File: config.mk
export PLATFORM = sky130hd
export DESIGN_NAME = line_zero_monitor
export DESIGN_NICKNAME = d
export VERILOG_FILES = /design/src/rtl/lzm_pkg.sv /design/src/rtl/zero_run_counter.sv /design/src/rtl/carrier_loss_tracker.sv /design/src/rtl/ais_window.sv /design/src/rtl/line_zero_monitor.sv
export SDC_FILE = /design/constraint.sdc
export NUM_CORES = 1
export LEC_CHECK = 0
export ABC_AREA = 1
export BUFFER_PORTS_ARGS = -buffer_cell sky130_fd_sc_hd__buf_2
export CAP_MARGIN = 20
export CORE_ASPECT_RATIO = 1.25
export CORE_UTILIZATION = 38
export CTS_BUF_LIST = sky130_fd_sc_hd__clkbuf_4 sky130_fd_sc_hd__clkbuf_8
export CTS_CLUSTER_DIAMETER = 60
export DETAILED_ROUTE_END_ITERATION = 16
export SYNTH_ARGS = -nofsm -noshare
export SYNTH_HDL_FRONTEND = slang
export SYNTH_SLANG_ARGS = --single-unit
File: constraint.sdc
create_clock -name clk -period 1.5 [get_ports clk]
set_clock_uncertainty 0.05 [all_clocks]
set_input_delay 0.075 -clock clk [delete_from_list [all_inputs] [get_ports clk]]
set_output_delay 0.075 -clock clk [all_outputs]
set_load 0.02 [all_outputs]
File: src/rtl/lzm_pkg.sv
package lzm_pkg;

  // State of the carrier-loss clear window.
  typedef enum logic {
    CLR_WAIT = 1'b0,  // alarm active, waiting for the first one
    CLR_OPEN = 1'b1   // window running, ones being counted
  } clr_state_e;

endpackage

File: src/rtl/zero_run_counter.sv
module zero_run_counter #(
  parameter int SHORT_RUN = 8,
  parameter int LONG_RUN  = 16,
  parameter int SET_RUN   = 192
) (
  input  logic clk,
  input  logic rst_n,
  input  logic bit_vld,
  input  logic bit_one,
  output logic run_short,
  output logic run_long,
  output logic run_set_hit
);

  localparam int CW = $clog2(SET_RUN + 1);
  localparam logic [CW-1:0] SHORT_C = CW'(SHORT_RUN);
  localparam logic [CW-1:0] LONG_C  = CW'(LONG_RUN);
  localparam logic [CW-1:0] SET_C   = CW'(SET_RUN);
  localparam logic [CW-1:0] PRE_C   = CW'(SET_RUN - 1);

  logic [CW-1:0] run_q;

  // Count consecutive zeros, saturating at the carrier-loss threshold.
  always_ff @(posedge clk) begin
    if (!rst_n) begin
      run_q <= '0;
    end else if (bit_vld) begin
      if (bit_one)             run_q <= '0;
      else if (run_q != SET_C) run_q <= run_q + 1'b1;
    end
  end

  assign run_short   = (run_q >= SHORT_C);
  assign run_long    = (run_q >= LONG_C);
  // This accepted zero is the one that completes the set run.
  assign run_set_hit = bit_vld && !bit_one && (run_q == PRE_C);

endmodule

File: src/rtl/carrier_loss_tracker.sv
module carrier_loss_tracker
  import lzm_pkg::*;
#(
  parameter int CLR_WIN  = 112,
  parameter int CLR_ONES = 14   // must be 2 or more
) (
  input  logic clk,
  input  logic rst_n,
  input  logic bit_vld,
  input  logic bit_one,
  input  logic set_hit,
  output logic alarm
);

  localparam int PW = $clog2(CLR_WIN + 1);
  localparam int OW = $clog2(CLR_ONES + 1);
  localparam logic [PW-1:0] LAST_POS = PW'(CLR_WIN - 1);
  localparam logic [OW-1:0] ONES_PRE = OW'(CLR_ONES - 1);

  clr_state_e      st_q;
  logic [PW-1:0]   pos_q;
  logic [OW-1:0]   ones_q;

  always_ff @(posedge clk) begin
    if (!rst_n) begin
      alarm  <= 1'b0;
      st_q   <= CLR_WAIT;
      pos_q  <= '0;
      ones_q <= '0;
    end else if (bit_vld) begin
      if (!alarm) begin
        if (set_hit) begin
          alarm <= 1'b1;
          st_q  <= CLR_WAIT;
        end
      end else begin
        unique case (st_q)
          CLR_WAIT: begin
            if (bit_one) begin
              st_q   <= CLR_OPEN;
              pos_q  <= PW'(1);
              ones_q <= OW'(1);
            end
          end
          CLR_OPEN: begin
            if (bit_one && ones_q == ONES_PRE) begin
              alarm <= 1'b0;
              st_q  <= CLR_WAIT;
            end else if (pos_q == LAST_POS) begin
              st_q <= CLR_WAIT;   // window failed, restart at next one
            end else begin
              pos_q  <= pos_q + 1'b1;
              ones_q <= ones_q + OW'(bit_one);
            end
          end
          default: st_q <= CLR_WAIT;
        endcase
      end
    end
  end

endmodule

File: src/rtl/ais_window.sv
module ais_window #(
  parameter int WIN_BITS = 4632,
  parameter int MAX_ZERO = 5
) (
  input  logic clk,
  input  logic rst_n,
  input  logic bit_vld,
  input  logic bit_one,
  output logic ais
);

  localparam int WW = $clog2(WIN_BITS);
  localparam int ZW = $clog2(MAX_ZERO + 2);
  localparam logic [WW-1:0] WIN_LAST = WW'(WIN_BITS - 1);
  localparam logic [ZW-1:0] Z_SAT    = ZW'(MAX_ZERO + 1);
  localparam logic [ZW-1:0] Z_MAX    = ZW'(MAX_ZERO);

  logic [WW-1:0] wpos_q;
  logic [ZW-1:0] zc_q;
  logic [ZW-1:0] zc_nx;

  always_comb begin
    zc_nx = zc_q;
    if (!bit_one && zc_q != Z_SAT) zc_nx = zc_q + 1'b1;
  end

  always_ff @(posedge clk) begin
    if (!rst_n) begin
      wpos_q <= '0;
      zc_q   <= '0;
      ais    <= 1'b0;
    end else if (bit_vld) begin
      if (wpos_q == WIN_LAST) begin
        ais    <= (zc_nx <= Z_MAX);
        wpos_q <= '0;
        zc_q   <= '0;
      end else begin
        wpos_q <= wpos_q + 1'b1;
        zc_q   <= zc_nx;
      end
    end
  end

endmodule

File: src/rtl/line_zero_monitor.sv
module line_zero_monitor #(
  parameter int SHORT_RUN = 8,
  parameter int LONG_RUN  = 16,
  parameter int LOSS_RUN  = 192,
  parameter int CLR_WIN   = 112,
  parameter int CLR_ONES  = 14,
  parameter int AIS_WIN   = 4632,
  parameter int AIS_MAXZ  = 5
) (
  input  logic clk,
  input  logic rst_n,
  input  logic in_valid,
  output logic in_ready,
  input  logic rail_pos,
  input  logic rail_neg,
  output logic zero8_det,
  output logic zero16_det,
  output logic carrier_loss,
  output logic ais_alarm
);

  logic bit_vld;
  logic bit_one;
  logic set_hit;

  assign in_ready = 1'b1;
  assign bit_vld  = in_valid;
  assign bit_one  = rail_pos | rail_neg;

  zero_run_counter #(
    .SHORT_RUN(SHORT_RUN), .LONG_RUN(LONG_RUN), .SET_RUN(LOSS_RUN)
  ) u_run (
    .clk(clk), .rst_n(rst_n), .bit_vld(bit_vld), .bit_one(bit_one),
    .run_short(zero8_det), .run_long(zero16_det), .run_set_hit(set_hit)
  );

  carrier_loss_tracker #(
    .CLR_WIN(CLR_WIN), .CLR_ONES(CLR_ONES)
  ) u_loss (
    .clk(clk), .rst_n(rst_n), .bit_vld(bit_vld), .bit_one(bit_one),
    .set_hit(set_hit), .alarm(carrier_loss)
  );

  ais_window #(
    .WIN_BITS(AIS_WIN), .MAX_ZERO(AIS_MAXZ)
  ) u_ais (
    .clk(clk), .rst_n(rst_n), .bit_vld(bit_vld), .bit_one(bit_one),
    .ais(ais_alarm)
  );

endmodule

Word-level counts from Yosys, hierarchy flattened
Index checks and enable logic that the tools add are counted.
Widths: inputs -> output; s select.
{ "classes": {"n_shift": 0, "magnitude_cmp": 3, "n_mux": 23, "addsub": 5, "n_eq_ne": 9, "n_mul": 0, "bitwise": 2, "reduce_logical": 11, "div_mod_pow": 0} }
{ "ops": {"columns": ["cell", "n"], "rows": [
  ["$mux 7", 3],
  ["$mux 8", 2],
  ["$pmux 7 s2", 1],
  ["$add 13x1->13 const B", 1],
  ["$eq 13x13->1 const B", 1],
  ["$mux 13", 1],
  ["$mux 4", 3],
  ["$mux 1", 9],
  ["$add 8x1->8 const B", 1],
  ["$eq 8x8->1 const B", 1],
  ["$ge 8x4->1 const B", 1],
  ["$ge 8x5->1 const B", 1],
  ["$ne 8x8->1 const B", 1],
  ["$pmux 4 s2", 1],
  ["$add 7x1->7 const B", 1],
  ["$eq 7x7->1 const B", 1],
  ["$mux 3", 2],
  ["$reduce_and 2->1", 3],
  ["$reduce_and 5->1", 1],
  ["$add 4x1->4", 1],
  ["$eq 4x4->1 const B", 1],
  ["$logic_and 1x1->1", 4],
  ["$ne 2x2->1 const B", 2],
  ["$reduce_bool 2->1", 2],
  ["other kinds (8)", 8]
]} }
{ "word_totals": {"n_memories": 0, "regBits": 38, "out_inout_bits": 5, "rom_bits": 0, "mem_bits_rw": 0, "latch_bits": 0, "in_bits": 5} }

Depth between registers and ports, before layout
Gate-level depths: netlist of run 1.
{ "depth": {"word_depth": 6, "depth_mapped": 9, "ltp_nobuf": 9} }

Cells and area by module
Synthesis of run 1 repeated with hierarchy kept, for this count alone.
{ "hier_totals": {"hier_cells": 354, "hier_area_um2": 2366.0} }
{ "by_module_without_submodules": {"columns": ["mod", "cells_each", "instances", "seq_area_each_um2", "area_each_um2"], "rows": [
  ["ais_window", 140, 1, 340.3, 973.4],
  ["carrier_loss_tracker", 123, 1, 260.2, 813.3],
  ["zero_run_counter", 86, 1, 160.2, 556.8],
  ["line_zero_monitor", 5, 1, 0.0, 22.5]
]} }

Worst setup path before layout of run 1
OpenSTA, ideal clock, no wires.
{ "synth_timing": {"path_kind": "register to register", "startpoint": "register u_loss.pos_q[0]", "endpoint": "register u_loss.ones_q[1]", "setup_slack_ps": 124, "setup_ps": 69, "path_stages_with_launch": 9, "arrival_time_ps": 1257, "t_required_ps": 1381, "n_path_buf": 1, "cell_sequence": "dfxtp_1 ha_1 nand2_1 nor2_1 nand3_2 nand3_2 buf_6 nand2_2 a21oi_2"} }
{ "synth_between": {"elab_chain_len": 3} }
{ "synth_lines": {"columns": ["item", "line", "source"], "rows": [
  ["start, declared", "carrier_loss_tracker.sv:21", "logic [PW-1:0] pos_q;"],
  ["start signal, assigned", "carrier_loss_tracker.sv:52", "pos_q <= pos_q + 1'b1;"],
  ["$eq 7x7->1", "carrier_loss_tracker.sv:49", "end else if (pos_q == LAST_POS) begin"],
  ["$ne 2x2->1 (no line)", null, null],
  ["$reduce_and 5->1 (no line)", null, null],
  ["end signal, assigned", "carrier_loss_tracker.sv:53", "ones_q <= ones_q + OW'(bit_one);"],
  ["end, declared", "carrier_loss_tracker.sv:22", "logic [OW-1:0] ones_q;"]
]} }
No other way between the ends.
A chain may end at the register's enable or synchronous reset.

Final worst setup path of run 1
{ "layout_timing": {"startpoint": "register u_run.run_q[5]", "endpoint": "output zero8_det"} }
{ "layout_between": {"elab_chain_len": 1} }
{ "layout_lines": {"columns": ["item", "line", "source"], "rows": [
  ["start, declared", "zero_run_counter.sv:21", "logic [CW-1:0] run_q;"],
  ["start signal, assigned", "zero_run_counter.sv:29", "else if (run_q != SET_C) run_q <= run_q + 1'b1;"],
  ["$ge 8x4->1", "zero_run_counter.sv:33", "assign run_short = (run_q >= SHORT_C);"],
  ["end, declared", "line_zero_monitor.sv:16", "output logic zero8_det,"]
]} }
No other way between the ends.

==> results.toml, run 1 <==
[logic_synthesis]
netlist_area_um2 = 2120
area_fraction_in_compound_gates_after_synthesis_pct = 11.3
adder_cell_fraction_of_synth_area_pct = 4.71
postSynthCellCount = 305
postSynthNetCount = 318
post_synth_num_cell_types = 35
synthSimpleGateAreaFrac_pct = 36.5
synthMuxAreaShare_pct = 0
yosys_warnings = 0
synth-async-reset-ratio_pct = 0
ys_seq_elements = 38
netlist.top_cell.by_area = "dfxtp_1"
yosys-top-cells-count = "60 x nand2_1, 56 x nor2_1, 38 x dfxtp_1"
synthMostInstantiatedCell = "nand2_1"
postSynth.topFlopCell = "dfxtp_1"
synthDominantCellAreaShare_pct = 35.8
synth.area.top_cells = "dfxtp_1 36%, nand2_1 11%, nor2_1 9.9%"
synth-xor-area-share_pct = 4.12
largest_family_of_logic_cells_by_synthesized_area = "simple AND/OR/NAND/NOR gates"
yosysSeqAreaShare_pct = 35.8
synth.avg_cell_area_um2 = 6.97
synth-edff-count = 0

[power_and_ir_drop]
ir_drop_uv = 420
p_leak_nw = 1.07
power_density_nw_per_um2 = 857

[sta]
final.min_clock_period_ps = 1460
final.setup.worst_slack_ps = 42.1
setup_viol = 0
tns_ps = 0
finalCritPeriodShare_pct = 97.2
fmax_ghz = 0.686
minimum_hold_slack_ps = 106
final-max-slew-violation-count = 0
setup_repair_after_global_routing_missed_its_margin = "yes"
final-hold-violation-count = 0

[worst_setup_path]
timing.critical_path.slowest_stage_cell = "dfxtp_1"
crit_start = "u_run.run_q[5]"
cp_num_buf_inv = 1
timing.rr.start = "u_loss.pos_q[1]"
data_required_critical_path_ps = 1370
reg2reg_setup_slack_ps = 60
cpLargestDelayFamily = "simple AND/OR/NAND/NOR gates"
timing.setup.critical_path_class = "flop to primary output"
critPathLaunchType = "flop"
slowest_delay_ps = 350
worst_ep_arrival_time_ps = 1330
cp_max_fo = 4
cp_cell_sequence = "nor2_2, nand3_1, or2_2, buf_2"
endpoint_kind = "primary output"

[route]
drt-wirelength-per-cell_um = 12.0
route.detailed.drc = 0
routed_wire_length_um = 4780
antenna_violating_nets_post_route = 0
first_pass_iters = 4
routed-via-count = 1992
drt_iter0_markers = 76
route.detailed.vias_per_inst = 4.98

[global_routing]
global_router_s_overall_resource_usage_pct = 18.4
antenna_found_initial = 0
grt_pass1_wl_um = 8180
first_global_vias = 1853
grt-ovfl-total = 0
grt_max_degree = 18

[floorplan]
die-area_um2 = 5900
floorplan.core_area_um2 = 5410
core.rowCount = 30
floorplan.die.height_um = 85.6
io_pins = 10
dieWidth_um = 68.9
initial_cell_density_of_the_core_pct = 39.3

[final_layout]
layout.core_utilization_pct = 48.3
layout.cells.non_filler = 400
num-fill-cells = 536
total_number_of_nets_in_the_final_design = 348
area_growth_pct = 22.8
drive_above_1_share_pct = 22.3
antenna_cells = 0

[hold_path]
worstHoldPathType = "input pin to flop"
hp-start = "rst_n"

[clocking]
post_cts_hold_buffer_count = 0
htreeDepth = 2
numCtsBuffers = 5
cts_max_path_buffers = 2
clock_latency_ps = 290
clockRootBuffer = "clkbuf_8"
tritoncts = "built"
number_of_clock_sinks = 38
clk_transition_reported_paths_ps = 80

[outcome]
outcome = "finished clean"

[place]
place_congestion = 0.789
hpwlAfterDp_um = 3430
number_of_buffers_added_on_ports = 8
placed_cells_incl_taps = 388
placement.setup.worst_slack_ps = -18.2

[job]
max_cap_violations = 0
layout make-up:
type	instances	area (um^2)	area share, %
sequential	38	764	29.3
tap	64	80.1	3.07
timing repair buffer	28	210	8.06
inverter	32	120	4.60
clock buffer	6	82.6	3.17
multi-input combinational	230	1290	49.5
clock inverter	2	60.1	2.30
per-stage QoR:
stage,area [um^2],power [mW]
3_3_place_gp,2350,1.16
6_report,2610,2.24
4_1_cts,2490,2.27
3_5_place_dp,2350,1.16
2_1_floorplan,2120,1.12
5_1_grt,2610,2.33
power breakdown:
group | leakage [nW] | switching [mW] | internal, mW
registers | 0.308 | 0.00820 | 1.02
logic | 0.688 | 0.0736 | 0.0421
clock network | 0.0714 | 0.384 | 0.710
worst register-to-register path: cells and delay by family, from the launching register on:
family / cells / cell delay, ps
adders and majority gates: 1 / 140
buffers and inverters: 1 / 130
DFF: 1 / 360
and+or+nand+nor: 7 / 660
state kept, by name, indices dropped and copies added, names as in the netlist:
signal,cells
u_ais.ais,1
u_ais.wpos_q,13
u_ais.zc_q,3
u_loss.alarm,1
u_loss.ones_q,4
u_loss.pos_q,7
u_loss.st_q,1
u_run.run_q,8
what timing repair did:
item / CTS / global route
setup endpoints to repair: 6 / 29
pin swaps: 0 / 9
setup buffers: 0 / 3
resized for setup: 2 / 26
cloned: 0 / 1
layout by cell type (no fill, tap or decap), types with 2 or more instances in the layout:
master     Yosys  final
nor3_2         1      3
nand2_1       60     55
nor2_2         1      4
nand3_1       23     23
xor2_1         9      9
dfxtp_1       38     35
nor3_1         8      6
inv_1         29     28
nor2_4         1      2
nand3b_1       2      2
buf_4          1     17
ha_1           8      6
buf_2          3      8
a21oi_1       22     21
buf_6          1      2
nand4_1        9      9
o21ai_2        3      4
o21ai_0        8      5
a21oi_2        3      4
clkbuf_8       0      6
inv_2          2      3
o21ai_1        0      2
bufinv_16      0      2
nand2_2        3      7
dfxtp_2        0      3
nor2_1        56     53
logic make-up after synthesis:
logic type	after synthesis
buf+inv	38
fa+ha+maj	8
simple gates	170
xor+xnor	10
other cells	1
compound gates	40
flops	38
layer usage:
metal | part of all wire (%) | vias up | track usage, % | wire length (um)
li1 | - | 1047 | - | -
met1 | 45 | 906 | 21.8 | 2160
met2 | 50 | 31 | 30.3 | 2410
met3 | 2.6 | 8 | 4.79 | 123
met4 | 1.9 | 0 | 8.35 | 89
met5 | 0 | - | 0 | 0
final timing paths:
kind	depth (start not counted)	end
worst max-delay path	4	zero8_det
worst min register to register	2	u_loss.pos_q[3]
worst max register to register	9	u_loss.pos_q[3]
worst min-delay path	5	u_run.run_q[5]
(Power assumes the default switching activity.)
==> run 2, diff against run 1 <==
--- a/config.mk
+++ b/config.mk
@@ -5,7 +5,7 @@
 export SDC_FILE = /design/constraint.sdc
 export NUM_CORES = 1
 export LEC_CHECK = 0
-export ABC_AREA = 1
+export ABC_AREA = 0
 export BUFFER_PORTS_ARGS = -buffer_cell sky130_fd_sc_hd__buf_2
 export CAP_MARGIN = 20
 export CORE_ASPECT_RATIO = 1.25
@@ -13,6 +13,7 @@
 export CTS_BUF_LIST = sky130_fd_sc_hd__clkbuf_4 sky130_fd_sc_hd__clkbuf_8
 export CTS_CLUSTER_DIAMETER = 60
 export DETAILED_ROUTE_END_ITERATION = 16
+export RECOVER_POWER = 25
 export SYNTH_ARGS = -nofsm -noshare
 export SYNTH_HDL_FRONTEND = slang
 export SYNTH_SLANG_ARGS = --single-unit
==> run 2 against run 1 <==
- the run now ends with setup timing left
- hold slack improved by 11 ps
- worst setup slack got worse by 54 ps
- register-to-register slack got worse by 70 ps
- clock power fell by 31%
- non-clock buffer count rose by 21
- count of clock-buffer cells in the layout rose by 1
- die area fell by 4.5%
- critical endpoint is now u_loss.ones_q[2]
- highest routed layer unchanged
==> results.toml, run 2 <==
[route]
first_pass_iters = 4
drt-wirelength-per-cell_um = 13.2
drt_iter0_markers = 94
route.detailed.drc = 0
routed-wl-met3_um = 98
wirelength_met1_um = 2090
routed-via-count = 1899
antenna_violating_nets_post_route = 0
routed_wire_length_um = 4670
met2_length_um = 2430
top_layer = "met4"
route.detailed.vias_per_inst = 5.38

[clocking]
clk_transition_reported_paths_ps = 80
clockRootBuffer = "clkbuf_8"
number_of_clock_sinks = 38
htreeDepth = 2
cts_max_path_buffers = 2
numCtsBuffers = 5
post_cts_hold_buffer_count = 0
tritoncts = "built"
clock_latency_ps = 290

[final_layout]
drive_above_1_share_pct = 31.6
mostFrequentLayoutCell = "buf_4"
antenna_cells = 0
top_regs = "u_ais.wpos_q (13), u_run.run_q (8), u_loss.pos_q (7)"
mostFrequentLayoutCells = "37 x buf_4, 27 x dfxtp_1, 24 x nor2_1"
max_reg_flops = 13
top_register = "u_ais.wpos_q"
area_growth_pct = 32.0
total_number_of_nets_in_the_final_design = 303
final_design_area_no_fill_um2 = 2680

[global_routing]
grt_max_degree = 16
global_router_s_overall_resource_usage_pct = 17.8
first_global_vias = 1787
antenna_found_initial = 0
grt_pass1_wl_um = 7780
grt-ovfl-total = 0

[hold_path]
hp-start = "rst_n"
worstHoldPathType = "input pin to flop"
hold-path-endpoint = "u_loss.pos_q[1]"
worstHoldPathCells = 3

[floorplan]
floorplan.die.height_um = 83.7
dieWidth_um = 67.3
core.rowCount = 29
floorplan.core_area_um2 = 5120
die-area_um2 = 5630
io_pins = 10
initial_cell_density_of_the_core_pct = 39.6

[outcome]
outcome = "complete, but fails checks"
violations = "setup timing"

[sta]
final-max-slew-violation-count = 0
final.min_clock_period_ps = 1510
fmax_ghz = 0.662
setup_repair_after_global_routing_missed_its_margin = "yes"
setup_viol = 2
final-hold-violation-count = 0
final.setup.worst_slack_ps = -11.7
finalCritPeriodShare_pct = 101

[worst_setup_path]
r2r_end = "u_loss.ones_q[2]"
slowest_delay_ps = 390
timing.setup.critical_path_class = "flop to flop"
worst_ep_arrival_time_ps = 1680
crit_start = "u_loss.pos_q[1]"
r2r.worst_path.cells = 5
timing.critical_path.slowest_stage_cell = "or4_1"
endpoint_kind = "flop"
cpLargestDelayFamily = "simple AND/OR/NAND/NOR gates"
data_required_critical_path_ps = 1670
reg2reg_setup_slack_ps = -10
critPathLaunchType = "flop"
cp_max_fo = 5
timing.rr.start = "u_loss.pos_q[1]"
cp_num_buf_inv = 0
cp_cell_sequence = "ha_4, and3_4, and4_4, or4_1, a31oi_1"

[logic_synthesis]
synth.area.top_cells = "dfxtp_1 38%, ha_1 4.9%, xnor2_1 4.8%"
postSynthCellCount = 243
synth-edff-count = 0
postSynthNetCount = 256
yosys_warnings = 0
yosys-top-cells-count = "38 x dfxtp_1, 24 x nand2_1, 24 x nor2_1"
netlist_area_um2 = 2030
post_synth_num_cell_types = 49
synth.avg_cell_area_um2 = 8.34
synthDominantCellAreaShare_pct = 37.5
synthMostInstantiatedCell = "dfxtp_1"
yosysSeqAreaShare_pct = 37.5
postSynth.topFlopCell = "dfxtp_1"
netlist.top_cell.by_area = "dfxtp_1"
synth-async-reset-ratio_pct = 0
ys_seq_elements = 38

[power_and_ir_drop]
ir_drop_uv = 455
p_leak_nw = 0.978
power_density_nw_per_um2 = 715

[place]
placement.setup.worst_slack_ps = -50.1
number_of_buffers_added_on_ports = 8
dpl-instance-area_um2 = 2440
hpwlAfterDp_um = 3490
place_congestion = 0.788

[job]
max_cap_violations = 0
-- run 2: cell types whose count changed after synthesis, moves of 4 or more --
| cell | delta |
|---|---|
| a21oi_1 | -14 |
| a31oi_1 | +4 |
| and3_1 | +6 |
| clkbuf_1 | +6 |
| inv_1 | -21 |
| mux2i_1 | +4 |
| nand2_1 | -36 |
| nand3_1 | -5 |
| nor2_1 | -32 |
| nor4bb_1 | +5 |
| or3_1 | +4 |
| xnor2_1 | +10 |
-- run 2: what timing repair did --
item,in CTS,in global routing
buffers inserted,1,1
resized for setup,15,17
cloned,0,0
endpoints found under the setup margin,19,29
pin swaps,13,10
-- run 2: how the worst max path moves through the flow --
| stage | to | cells after the start | slack [ps] |
|---|---|---|---|
| finish | u_loss.ones_q[2] | 5 | -10 |
| global route | u_run.run_q[2] | 6 | -50 |
| CTS | u_loss.ones_q[2] | 4 | -30 |
| detailed placement | u_loss.ones_q[2] | 4 | -50 |
| global placement | u_loss.pos_q[4] | 6 | -30 |
| floorplan | u_loss.ones_q[2] | 4 | -30 |
-- run 2: stage by stage --
| stage | instances | TNS (ps) | hold slack, ps | utilization (%) | power (mW) |
|---|---|---|---|---|---|
| 3_3_place_gp | 344 | -161 | 423 | 47.7 | 1.17 |
| 4_1_cts | 352 | -32.9 | 104 | 50.8 | 1.93 |
| 5_1_grt | 353 | -643 | 131 | 52.3 | 1.99 |
| 3_5_place_dp | 344 | -575 | 419 | 47.7 | 1.17 |
| 2_1_floorplan | 243 | -33.5 | 215 | - | 1.12 |
| 6_report | 353 | -13.7 | 117 | 52.3 | 1.91 |
-- run 2: power breakdown --
part	internal [mW]	switching, mW
registers	1.02	0.00893
logic	0.0616	0.0740
clock network	0.389	0.362
-- run 2: worst reg2reg max path: cells and delay by family, from the launching register on --
| family | cells | cell delay (ps) |
|---|---|---|
| compound gates | 1 | 130 |
| fa+ha+maj | 1 | 150 |
| flops | 1 | 340 |
| simple gates | 3 | 770 |
-- run 2: kinds of logic (layout without fill, tap and decap cells) --
logic type / Yosys count / count (layout) / share of synthesized area (%)
mux: 4 / 4 / 1.98
other cells: 1 / 1 / 0.185
simple gates: 120 / 120 / 31.9
buf+inv: 19 / 67 / 3.77
flops: 38 / 38 / 37.5
fa+ha+maj: 8 / 8 / 4.94
compound gates: 36 / 36 / 12.4
xor+xnor: 17 / 17 / 7.35
-- run 2: final cells by class --
class                   instances  area [um^2]
fillers                       468         2440
well taps                      62         77.6
multi-input cells             186         1320
clock buffers                   7         90.1
repair buffers                 49          369
clock inverters                 1         5.00
inverters                      10         37.5
flip-flops and latches         38          774
-- run 2: metal layers --
| layer | global-route usage [%] | up-vias |
|---|---|---|
| met5 | 0 | - |
| met4 | 5.22 | 0 |
| met3 | 3.69 | 5 |
| met2 | 32.0 | 18 |
| met1 | 20.1 | 901 |
| li1 | - | 975 |
==> run 3, diff against run 2 <==
--- a/config.mk
+++ b/config.mk
@@ -9,11 +9,13 @@
 export BUFFER_PORTS_ARGS = -buffer_cell sky130_fd_sc_hd__buf_2
 export CAP_MARGIN = 20
 export CORE_ASPECT_RATIO = 1.25
-export CORE_UTILIZATION = 38
+export CORE_UTILIZATION = 60
 export CTS_BUF_LIST = sky130_fd_sc_hd__clkbuf_4 sky130_fd_sc_hd__clkbuf_8
 export CTS_CLUSTER_DIAMETER = 60
 export DETAILED_ROUTE_END_ITERATION = 16
+export PLACE_DENSITY = 0.78
 export RECOVER_POWER = 25
+export SKIP_CTS_REPAIR_TIMING = 1
 export SYNTH_ARGS = -nofsm -noshare
 export SYNTH_HDL_FRONTEND = slang
 export SYNTH_SLANG_ARGS = --single-unit
==> run 3 against run 2 <==
- the run still ends with setup timing left
- worst setup slack got worse by 110 ps
- die area shrank 36%
- sequential power is essentially flat
- hold slack better by 99 ps
- first-iteration DRC count down 28%
- global-route usage grew 8.6 points
- count of clock-buffer cells in the layout unchanged
- register-to-register slack worse by 110 ps
- sequential share of layout area is 0.28 points lower
- combinational power up 13%
- core utilization increased by 32 points
- final cell count down 7.6%
- largest power group unchanged
- highest routed layer unchanged
==> results.toml, run 3 (synthesized netlist as in run 2, its figures left out) <==
[outcome]
outcome = "complete, but fails checks"
violations = "setup timing"

[route]
antenna_violating_nets_post_route = 0
route.detailed.drc = 0
drt-wirelength-per-cell_um = 16.0
first_pass_iters = 4
routed-via-count = 1999
drt_iter0_markers = 68
routed_wire_length_um = 5210
route.detailed.vias_per_inst = 6.13

[clocking]
number_of_clock_sinks = 38
clock_latency_ps = 290
cts_max_path_buffers = 2
clk_transition_reported_paths_ps = 70
clockRootBuffer = "clkbuf_8"
htreeDepth = 2
tritoncts = "built"
numCtsBuffers = 5

[sta]
final-hold-violation-count = 0
minimum_hold_slack_ps = 216
setup_repair_after_global_routing_missed_its_margin = "yes"
fmax_ghz = 0.617
final.setup.worst_slack_ps = -122
finalCritPeriodShare_pct = 108
final-max-slew-violation-count = 0
setup_viol = 19
final.min_clock_period_ps = 1620

[worst_setup_path]
timing.critical_path.slowest_stage_cell = "or4_4"
endpoint_kind = "flop"
cp_max_fo = 3
cpLargestDelayFamily = "simple AND/OR/NAND/NOR gates"
slowest_delay_ps = 490
reg2reg_setup_slack_ps = -120
timing.rr.start = "u_loss.ones_q[3]"
data_required_critical_path_ps = 1660
critPathLaunchType = "flop"
cp_cell_sequence = "and4b_2, a31o_4, or4_4, a31oi_4"
worst_ep_arrival_time_ps = 1790
timing.setup.critical_path_class = "flop to flop"
cp_num_buf_inv = 0
r2r.worst_path.cells = 4
r2r_end = "u_loss.ones_q[2]"

[hold_path]
worstHoldPathType = "input pin to flop"
hp-start = "in_valid"
worstHoldPathCells = 5
hold-path-endpoint = "u_loss.pos_q[6]"

[place]
hpwlAfterDp_um = 3230
number_of_buffers_added_on_ports = 8
placed_cells_incl_taps = 312
place_congestion = 0.856

[final_layout]
max_reg_flops = 13
antenna_cells = 0
top_register = "u_ais.wpos_q"
area_growth_pct = 33.3
drive_above_1_share_pct = 35.3
layout.cells.non_filler = 326
mostFrequentLayoutCells = "34 x buf_4, 27 x dfxtp_1, 23 x nand2_1"
top_regs = "u_ais.wpos_q (13), u_run.run_q (8), u_loss.pos_q (7)"
mostFrequentLayoutCell = "buf_4"
num-fill-cells = 195
total_number_of_nets_in_the_final_design = 301

[global_routing]
grt-ovfl-total = 0
first_global_vias = 1674
grt_pass1_wl_um = 6950
grt_max_degree = 25
global_router_s_overall_resource_usage_pct = 26.4
antenna_found_initial = 0

[floorplan]
floorplan.core_area_um2 = 3220
initial_cell_density_of_the_core_pct = 62.9
floorplan.die.height_um = 67.0
die-area_um2 = 3620
io_pins = 10
dieWidth_um = 54.0
core.rowCount = 23

[power_and_ir_drop]
ir_drop_uv = 746
total_power_mw = 1.92
p_leak_nw = 0.969
power_density_nw_per_um2 = 712

[job]
max_cap_violations = 0
run 3: cell types whose count changed in the layout (fill, tap and decap cells not counted), moves of 2 or more:
| cell | change |
|---|---|
| a31oi_1 | -2 |
| buf_4 | -3 |
| nor2_1 | -5 |
| nor2_2 | +6 |
| nor3_1 | -2 |
| nor3_2 | +2 |
| nor4bb_1 | -3 |
| nor4bb_4 | +2 |
run 3: worst max path at each step:
stage	from	endpoint	slack, ps	depth (start not counted)
6_report	u_loss.ones_q[3]	u_loss.ones_q[2]	-120	4
5_1_grt	u_loss.pos_q[0]	u_loss.ones_q[2]	-160	5
4_1_cts	u_loss.ones_q[3]	u_loss.ones_q[2]	-140	4
3_5_place_dp	u_loss.ones_q[3]	u_loss.ones_q[2]	-130	4
3_3_place_gp	u_loss.ones_q[0]	u_loss.ones_q[2]	-110	4
2_1_floorplan	u_loss.ones_q[1]	u_loss.ones_q[2]	-30	4
run 3: power by group:
group	leakage, nW	internal (mW)	total [mW]	switching [mW]
logic	0.606	0.0700	0.154	0.0839
registers	0.312	1.02	1.03	0.00958
clock network	0.0517	0.389	0.742	0.354
run 3: layout make-up:
cell class	instances	area, um^2	area share, %
clock buffer	7	90.1	3.33
clock inverter	1	5.00	0.185
inverter	10	37.5	1.39
multi-input combinational	186	1400	51.8
sequential	38	774	28.7
tap	37	46.3	1.71
timing repair buffer	47	348	12.9
run 3: through the flow:
stage	worst slack, ps	util (%)	TNS [ps]	instance area (um^2)
final	-122	83.8	-533	2700
after global routing	-156	83.8	-2550	2700
after CTS	-140	75.7	-2310	2440
after detailed placement	-126	72.8	-1870	2350
after global placement	-113	72.8	-1190	2350
after floorplan	-33.5	-	-33.5	2060
run 3: worst reg2reg max path, cell delays in order, from the launching register on:
cell     delay, ps
dfxtp_1        310
and4b_2        260
a31o_4         240
or4_4          490
a31oi_4        200
run 3: per-layer routing:
metal  track usage, %  routed length, um
met1             30.9               2240
met3             6.16                199
met2             44.3               2660
met4             11.9                110
met5                0                  0
